File: src/rtl/qdr_pkg.sv
package qdr_pkg;
    localparam int LANE_W  = 9;
    localparam int NLANE   = 2;
    localparam int WORD_W  = LANE_W * NLANE;
    localparam int BURST   = 2;

    typedef logic [WORD_W-1:0] word_t;
    typedef logic [NLANE-1:0]  lane_t;
endpackage

File: src/rtl/qdr_lane_merge.sv
module qdr_lane_merge
    import qdr_pkg::*;
(
    input  word_t old_word,
    input  word_t new_word,
    input  lane_t lane_en,
    output word_t merged
);
    for (genvar g = 0; g < NLANE; g++) begin : g_lane
        assign merged[g*LANE_W +: LANE_W] = lane_en[g] ? new_word[g*LANE_W +: LANE_W]
                                                       : old_word[g*LANE_W +: LANE_W];
    end
endmodule

File: src/rtl/qdr_bank.sv
module qdr_bank
    import qdr_pkg::*;
#(
    parameter int ADDR_W = 6
) (
    input  logic              clk,
    input  logic              we,
    input  lane_t             lane_en,
    input  logic [ADDR_W-1:0] waddr,
    input  word_t             wword,
    input  logic [ADDR_W-1:0] raddr,
    output word_t             rword
);
    localparam int DEPTH = 1 << ADDR_W;

    // One storage column per lane so that a masked write touches only its lanes.
    for (genvar g = 0; g < NLANE; g++) begin : g_col
        logic [LANE_W-1:0] mem [DEPTH];
        always_ff @(posedge clk) begin
            if (we && lane_en[g]) begin
                mem[waddr] <= wword[g*LANE_W +: LANE_W];
            end
        end
        assign rword[g*LANE_W +: LANE_W] = mem[raddr];
    end
endmodule

File: src/rtl/qdr_b2_sram.sv
module qdr_b2_sram
    import qdr_pkg::*;
#(
    parameter int ADDR_W = 6
) (
    input  logic              clk,
    input  logic              rst_n,
    input  logic [ADDR_W-1:0] addr,
    input  logic              rd_sel_n,
    input  logic              wr_sel_n,
    input  logic [17:0]       wdata,
    input  logic [1:0]        wr_lane_n,
    output logic [17:0]       rd_data,
    output logic              rd_valid
);
    typedef struct packed {
        logic                         ph;       // 0: next edge is K, 1: next edge is K#
        logic                         rd_act;   // read command taken on last K edge
        logic [ADDR_W-1:0]            rd_addr;
        logic                         buf_vld;  // burst held for output
        logic [BURST-1:0][WORD_W-1:0] buf_word;
        logic                         w_act;    // write command in flight
        logic [ADDR_W-1:0]            w_addr;
        logic [BURST-1:0][WORD_W-1:0] w_word;
        logic [BURST-1:0][NLANE-1:0]  w_en;
        logic                         dval;
        logic [WORD_W-1:0]            dout;
    } st_t;

    st_t st_d, st_q;

    word_t bank_rd [BURST];
    word_t merged  [BURST];
    word_t fwd     [BURST];
    logic  bank_we;
    logic  fwd_hit;

    // The pending write commits on a K edge; the read of that same edge sees it by forwarding.
    assign bank_we = !st_q.ph && st_q.w_act;
    assign fwd_hit = st_q.w_act && (st_q.w_addr == st_q.rd_addr);

    for (genvar p = 0; p < BURST; p++) begin : g_pos
        qdr_bank #(.ADDR_W(ADDR_W)) u_bank (
            .clk     (clk),
            .we      (bank_we),
            .lane_en (st_q.w_en[p]),
            .waddr   (st_q.w_addr),
            .wword   (st_q.w_word[p]),
            .raddr   (st_q.rd_addr),
            .rword   (bank_rd[p])
        );
        qdr_lane_merge u_merge (
            .old_word (bank_rd[p]),
            .new_word (st_q.w_word[p]),
            .lane_en  (st_q.w_en[p]),
            .merged   (merged[p])
        );
        assign fwd[p] = fwd_hit ? merged[p] : bank_rd[p];
    end

    always_comb begin
        st_d      = st_q;
        st_d.ph   = ~st_q.ph;
        st_d.dval = st_q.buf_vld;
        if (!st_q.ph) begin
            // K edge: read command, write command, first write word; second output word.
            st_d.rd_act      = ~rd_sel_n;
            st_d.rd_addr     = addr;
            st_d.buf_vld     = st_q.rd_act;
            st_d.buf_word[0] = fwd[0];
            st_d.buf_word[1] = fwd[1];
            st_d.w_act       = ~wr_sel_n;
            st_d.w_word[0]   = wdata;
            st_d.w_en[0]     = ~wr_lane_n;
            st_d.dout        = st_q.buf_vld ? st_q.buf_word[1] : '0;
        end else begin
            // K# edge: write address, second write word; first output word.
            st_d.w_addr      = addr;
            st_d.w_word[1]   = wdata;
            st_d.w_en[1]     = ~wr_lane_n;
            st_d.dout        = st_q.buf_vld ? st_q.buf_word[0] : '0;
        end
    end

    always_ff @(posedge clk) begin
        if (!rst_n) st_q <= '0;
        else        st_q <= st_d;
    end

    assign rd_data  = st_q.dout;
    assign rd_valid = st_q.dval;

    // an idle output slot is driven to zero
    assert_idle_zero_R3: assert property (@(posedge clk) disable iff (!rst_n)
        !rd_valid |-> rd_data == '0);

    // a burst begins on a K# edge (next edge is K)
    assert_first_on_kbar_R2: assert property (@(posedge clk) disable iff (!rst_n)
        $rose(rd_valid) |-> !st_q.ph);

    // a burst lasts at least two output edges
    assert_burst_pair_R2: assert property (@(posedge clk) disable iff (!rst_n)
        $rose(rd_valid) |=> rd_valid);

    // the read address is known when a read command is sampled
    assert_rd_addr_known_R9: assert property (@(posedge clk) disable iff (!rst_n)
        (!st_q.ph && !rd_sel_n) |-> !$isunknown(addr));

    // the write address is known on the K# edge of a write
    assert_wr_addr_known_R4: assert property (@(posedge clk) disable iff (!rst_n)
        (st_q.ph && st_q.w_act) |-> !$isunknown(addr));
endmodule

File: config.mk
export PLATFORM = sky130hd
export DESIGN_NAME = qdr_b2_sram
export DESIGN_NICKNAME = d
export VERILOG_FILES = /design/src/rtl/qdr_pkg.sv /design/src/rtl/qdr_lane_merge.sv /design/src/rtl/qdr_bank.sv /design/src/rtl/qdr_b2_sram.sv
export SDC_FILE = /design/constraint.sdc
export NUM_CORES = 2
export LEC_CHECK = 0
export BUFFER_PORTS_ARGS = -buffer_cell sky130_fd_sc_hd__buf_2
export CORE_MARGIN = 4
export CORE_UTILIZATION = 25
export CTS_CLUSTER_DIAMETER = 100
export DETAILED_ROUTE_END_ITERATION = 8
export PLACE_DENSITY = 0.38
export SETUP_SLACK_MARGIN = 0.3
export SYNTH_ARGS = -nofsm -noshare
export SYNTH_HDL_FRONTEND = slang
export SYNTH_HIERARCHICAL = 1
export SYNTH_SLANG_ARGS = --single-unit
File: constraint.sdc
create_clock -name clk -period 5.6 [get_ports clk]
set_input_delay 0.84 -clock clk [delete_from_list [all_inputs] [get_ports clk]]
set_output_delay 0.84 -clock clk [all_outputs]
set_load 0.01 [all_outputs]
# [Word level (Yosys, flattened, before mapping)]
# Memories as Yosys holds them, arrays and structs flattened. A register that Yosys moved wholly into a read port is not among the register bits.
# Cells that the tools add are included.
# W data, S select, Z words.
[word_totals] register_bits=111 ramBits=2304 input_bits=30 elab_cells=55 memories=4
[mem_list] memory="g_pos[0].u_bank.g_col[0].mem" words=64 width=9 read_ports=1 rd_clocked_by_memory_dff=1 write_ports=1 line="qdr_bank.sv:18" rtl="logic [LANE_W-1:0] mem [DEPTH];"
[mem_list] memory="g_pos[0].u_bank.g_col[1].mem" words=64 width=9 read_ports=1 rd_clocked_by_memory_dff=1 write_ports=1 line="qdr_bank.sv:18"
[mem_list] memory="g_pos[1].u_bank.g_col[0].mem" words=64 width=9 read_ports=1 rd_clocked_by_memory_dff=1 write_ports=1 line="qdr_bank.sv:18"
[mem_list] memory="g_pos[1].u_bank.g_col[1].mem" words=64 width=9 read_ports=1 rd_clocked_by_memory_dff=1 write_ports=1 line="qdr_bank.sv:18"
[op_classes] n_eq_ne=1 muxes=25 n_bitwise=4 reduce_logical=7
[ops] cell="$mux W18" count=5
[ops] cell="$mux W6" count=8
[ops] cell="$mux W9" count=4
[ops] cell="$mux W1" count=8
[ops] cell="$eq A6 B6 Y1" count=1
[ops] cell="$logic_and A1 B1 Y1" count=6
[ops] cell="$not A1 Y1" count=3
[ops] cell="$not A2 Y2" count=1
[ops] cell="$logic_not A1 Y1" count=1

# [Longest topological paths before layout]
[depth] word_depth=5 ltp_mapped=12

# [Modules after synthesis]
# The synthesis kept the hierarchy.
[by_module_without_submodules] mod="qdr_bank" instances=2 cells_each=1978 area_each_um2=44525.2 seq_area_each_um2=34593.2
[by_module_without_submodules] mod="qdr_b2_sram" instances=1 cells_each=479 area_each_um2=4823.4 seq_area_each_um2=2222.1
[by_module_without_submodules] mod="qdr_lane_merge" instances=2 cells_each=20 area_each_um2=292.8 seq_area_each_um2=0.0

# [Worst setup path before layout]
# No wires, ideal clock.
[synth_timing] path_type="flip-flop to flip-flop" start="register st_q[103] (netlist bit)" end="register st_q[66] (netlist bit)" arrival_time_ps=2434 required_ps=5473 path_slack_ps=3039 path_stages_with_launch=13 period_less_slack_ps=2561 path_cell_list="dfxtp_1 -> buf_2 -> buf_6 -> buf_6 -> buf_4 -> mux4_2 -> nor3_1 -> a31oi_1 -> a22oi_1 -> o21ai_0 -> mux2_4 -> nor2_1 -> a211oi_2"
[synth_via] elab_chain_cells=3
[synth_rtl] element="start, declared" line="qdr_b2_sram.sv:30" rtl="st_t st_d, st_q;"
[synth_rtl] element="start signal, assigned" line="qdr_b2_sram.sv:87" rtl="else st_q <= st_d;"
[synth_rtl] element="$eq A6 B6 Y1" line="qdr_b2_sram.sv:40" rtl="assign fwd_hit = st_q.w_act && (st_q.w_addr == st_q.rd_addr);"
[synth_rtl] element="$logic_and A1 B1 Y1" line="qdr_b2_sram.sv:40"
[synth_rtl] element="$mux W18" line="qdr_b2_sram.sv:58" rtl="assign fwd[p] = fwd_hit ? merged[p] : bank_rd[p];"
# No other way between the ends.
# A chain may end at the register's enable or synchronous reset.

# [Worst setup path after layout]
[layout_timing] start="register st_q[103] (netlist bit)" end="register st_q[86] (netlist bit)"
# The elaborated chain is that of the path after synthesis.

==> impl_metrics.csv <==
group,metric,value,unit
drt,finalWirelength,278000,um
drt,post_drt_wl_per_cell,28.0,um
cts,cts_buffer_depth,4,
synthesis,ys_ff_latch,2415,
sta,hold_violations,0,
critical_path,worstPathArrival,4.98,ns
placement,hpwl,172000,um
drt,ant_nets,0,
worst_hold_path,hold_start,"wdata[1]",
sta,rsz0062_at_grt,"no",
synthesis,synth_area,94500,um2
cts,hold_buffers,0,
cells_and_area,finish.instance_area,110000,um2
critical_path,startpoint_type,"flip-flop",
cells_and_area,fillers,36600,
pwr,p_leak,0.0326,uW
critical_path,crit_start,"st_q[103]$_SDFFE_PN0N_",
global_route,grt_pass1_wl,389000,um
critical_path,end_kind,"flip-flop",
critical_path,cp_data_required_time,6.38,ns
sta,min_period,4.20,ns
drt,via_per_inst,4.57,
pwr,ir_drop,0.185,mV
sta,setup_viol,0,
placement,routabilityCongestion,0.765,
drt,dr.pass1.iters,7,
synthesis,synth_edf_count,2304,
cts,clock_latency,0.86,ns
worst_hold_path,whs_path_depth,3,
synthesis,async_flop_share,0,
global_route,overflow,0,
global_route,antenna_found_initial,25,
sta,period_share,0.750,
cts,htreeDepth,5,
cells_and_area,fin_nets,4725,
critical_path,r2r_cells,10,
synthesis,ys.warnings.count,6,
floorplanning,dieArea,388000,um2
floorplanning,fp.dieH,623,um
sta,tns,0,ns
floorplanning,fp-row-count,225,
synthesis,avgSynthCellArea,21.1,um2
synthesis,ys.flop_type,"edfxtp_1",
worst_hold_path,hold_class,"primary input to flip-flop",
floorplanning,initial_core_util,0.251,
drt,dr_total_vias,45300,
critical_path,r2r-start,"st_q[103]$_SDFFE_PN0N_",
pwr,p_per_area,362,nW/um2
cts,cts_resized,0,
floorplanning,core_region_area,376000,um2
sta,drv_slew,0,
sta,relSlewSlack,0.106,
sta,worstMarginPinSlew,1.34,ns
synthesis,ys_seq_area_frac,0.756,
floorplanning,num_io_pins,49,
run,max_cap_viol_count,0,
global_route,grt_util_all_layers,0.140,
cts,cts.sinks,2415,
cells_and_area,layout_common_cells,"edfxtp_1 (2304), mux4_2 (610), nor2_1 (332)",
cells_and_area,final_layout_size_suffix_gt1_frac,0.268,
synthesis,yosys.cell_types.count,44,
floorplanning,die_width,623,um
cts,cts-root-buf,"clkbuf_16",
cts,cts_made_buffers,279,
critical_path,cp_max_fo,33,
sta,fin_worst_skew,0.0426,ns
global_route,grt_pass1_vias,47400,
cells_and_area,final_common_cell,"edfxtp_1",
synthesis,syn_nets,4505,
outcome,outcome,"finished, final reports clean",
drt,drt-initial-drc-count,4026,
drt,drc_errors,0,
placement,io_buffer_count,48,
sta,timing.fmax,238,MHz
cells_and_area,syn2layout_area_growth,16.0,%
global_route,grt_max_degree,88,
synthesis,syn_inst,4475,
critical_path,setup.worst_path.class,"flip-flop to flip-flop",
cts,postCtsSetupBuffers,0,
cts,cts_tree,"done",
placement,dpl_cell_area,101000,um2
cts,path_clk_slew,0.06,ns
-- kinds of logic (layout without fill, tap and decap cells) --
| logic type | Yosys count | after routing | share of synthesized area |
|---|---|---|---|
| AO/OA/AOI/OAI | 352 | 352 | 0.0276 |
| XOR/XNOR | 6 | 6 | 0.000556 |
| buffers and inverters | 314 | 741 | 0.0177 |
| flip-flops | 2415 | 2415 | 0.756 |
| multiplexers | 843 | 843 | 0.172 |
| other | 0 | 13 | 0 |
| AND/OR/NAND/NOR | 545 | 545 | 0.0261 |
-- routing by layer --
| layer | global-route usage | wire, um | vias up |
|---|---|---|---|
| met4 | 0.0384 | 8260 | 0 |
| met1 | 0.194 | 126000 | 24800 |
| li1 | - | - | 19100 |
| met3 | 0.0180 | 9830 | 400 |
| met5 | 0 | 0 | - |
| met2 | 0.230 | 133000 | 985 |
-- cell usage after synthesis, drive strengths merged, types with 9 or more instances --
| master | number | area, um2 |
|---|---|---|
| mux2 | 38 | 563 |
| nor2 | 332 | 1250 |
| and2 | 13 | 83.8 |
| clkbuf | 95 | 357 |
| o31ai | 28 | 210 |
| nor3 | 9 | 56.3 |
| buf | 191 | 1210 |
| mux2i | 195 | 1950 |
| a211oi | 106 | 946 |
| o21ai | 88 | 440 |
| o221ai | 36 | 315 |
| nand2 | 59 | 221 |
| nand3b | 20 | 150 |
| a21oi | 10 | 50.1 |
| dfxtp | 111 | 2220 |
| nand3 | 16 | 80.1 |
| mux4 | 610 | 13700 |
| a31oi | 10 | 62.6 |
| edfxtp | 2304 | 69200 |
| a22oi | 34 | 255 |
| inv | 24 | 90.1 |
| a221oi | 28 | 245 |
| nor2b | 77 | 482 |
-- per-stage QoR --
stage	worst slack [ns]	hold WS, ns	total power, uW	util	std cells
2_1_floorplan	3.04	0.455	21900	-	4475
3_3_place_gp	1.41	0.490	23000	0.269	9406
3_5_place_dp	1.47	0.499	23000	0.269	9407
4_1_cts	1.45	0.201	40400	0.291	9895
5_1_grt	1.30	0.249	41200	0.291	9899
6_report	1.40	0.278	39700	0.292	9909
-- worst max-delay path, cell delays in order, from the launching register on --
cell      delay (ns)
dfxtp_4         0.94
buf_12          0.36
buf_4           0.42
mux4_2          0.33
mux2i_1         0.08
a22oi_1         0.40
o221ai_1        0.39
o31ai_1         0.56
mux2_4          0.25
nor2_1          0.05
a211oi_2        0.23
-- area by class of cell --
type	instances	area [um2]	area share
antenna	13	32.5	0.000297
clock buffer	372	7570	0.0691
clock inverter	116	858	0.00783
inverter	28	105	0.000959
multi-input combinational	1746	21400	0.195
sequential	2415	71500	0.652
tap	4994	6250	0.0570
timing repair buffer	225	1900	0.0174
-- path summary, 6_finish.rpt --
check                          endpoint  slack [ns]
setup reg to reg  st_q[86]$_SDFFE_PN0N_        1.40
hold reg to reg   st_q[39]$_SDFFE_PN0N_        0.51
setup / recovery  st_q[86]$_SDFFE_PN0N_        1.40
hold / removal    st_q[24]$_SDFFE_PN0N_        0.28
-- sequential cells by signal, summed over array words and instances, names as in the netlist --
name / cells
st_d: 1
g_pos.u_bank/g_col.mem: 2304
rd_valid: 1
st_q: 91
rd_data: 18
-- where the power goes --
group	leakage [uW]	total (uW)	internal, uW	switching [uW]
Sequential	0.0215	20100	19900	225
Clock	0.00411	17100	9950	7190
Combinational	0.00700	2450	921	1530
Total	0.0326	39700	30800	8950
(Power assumes the default switching activity.)
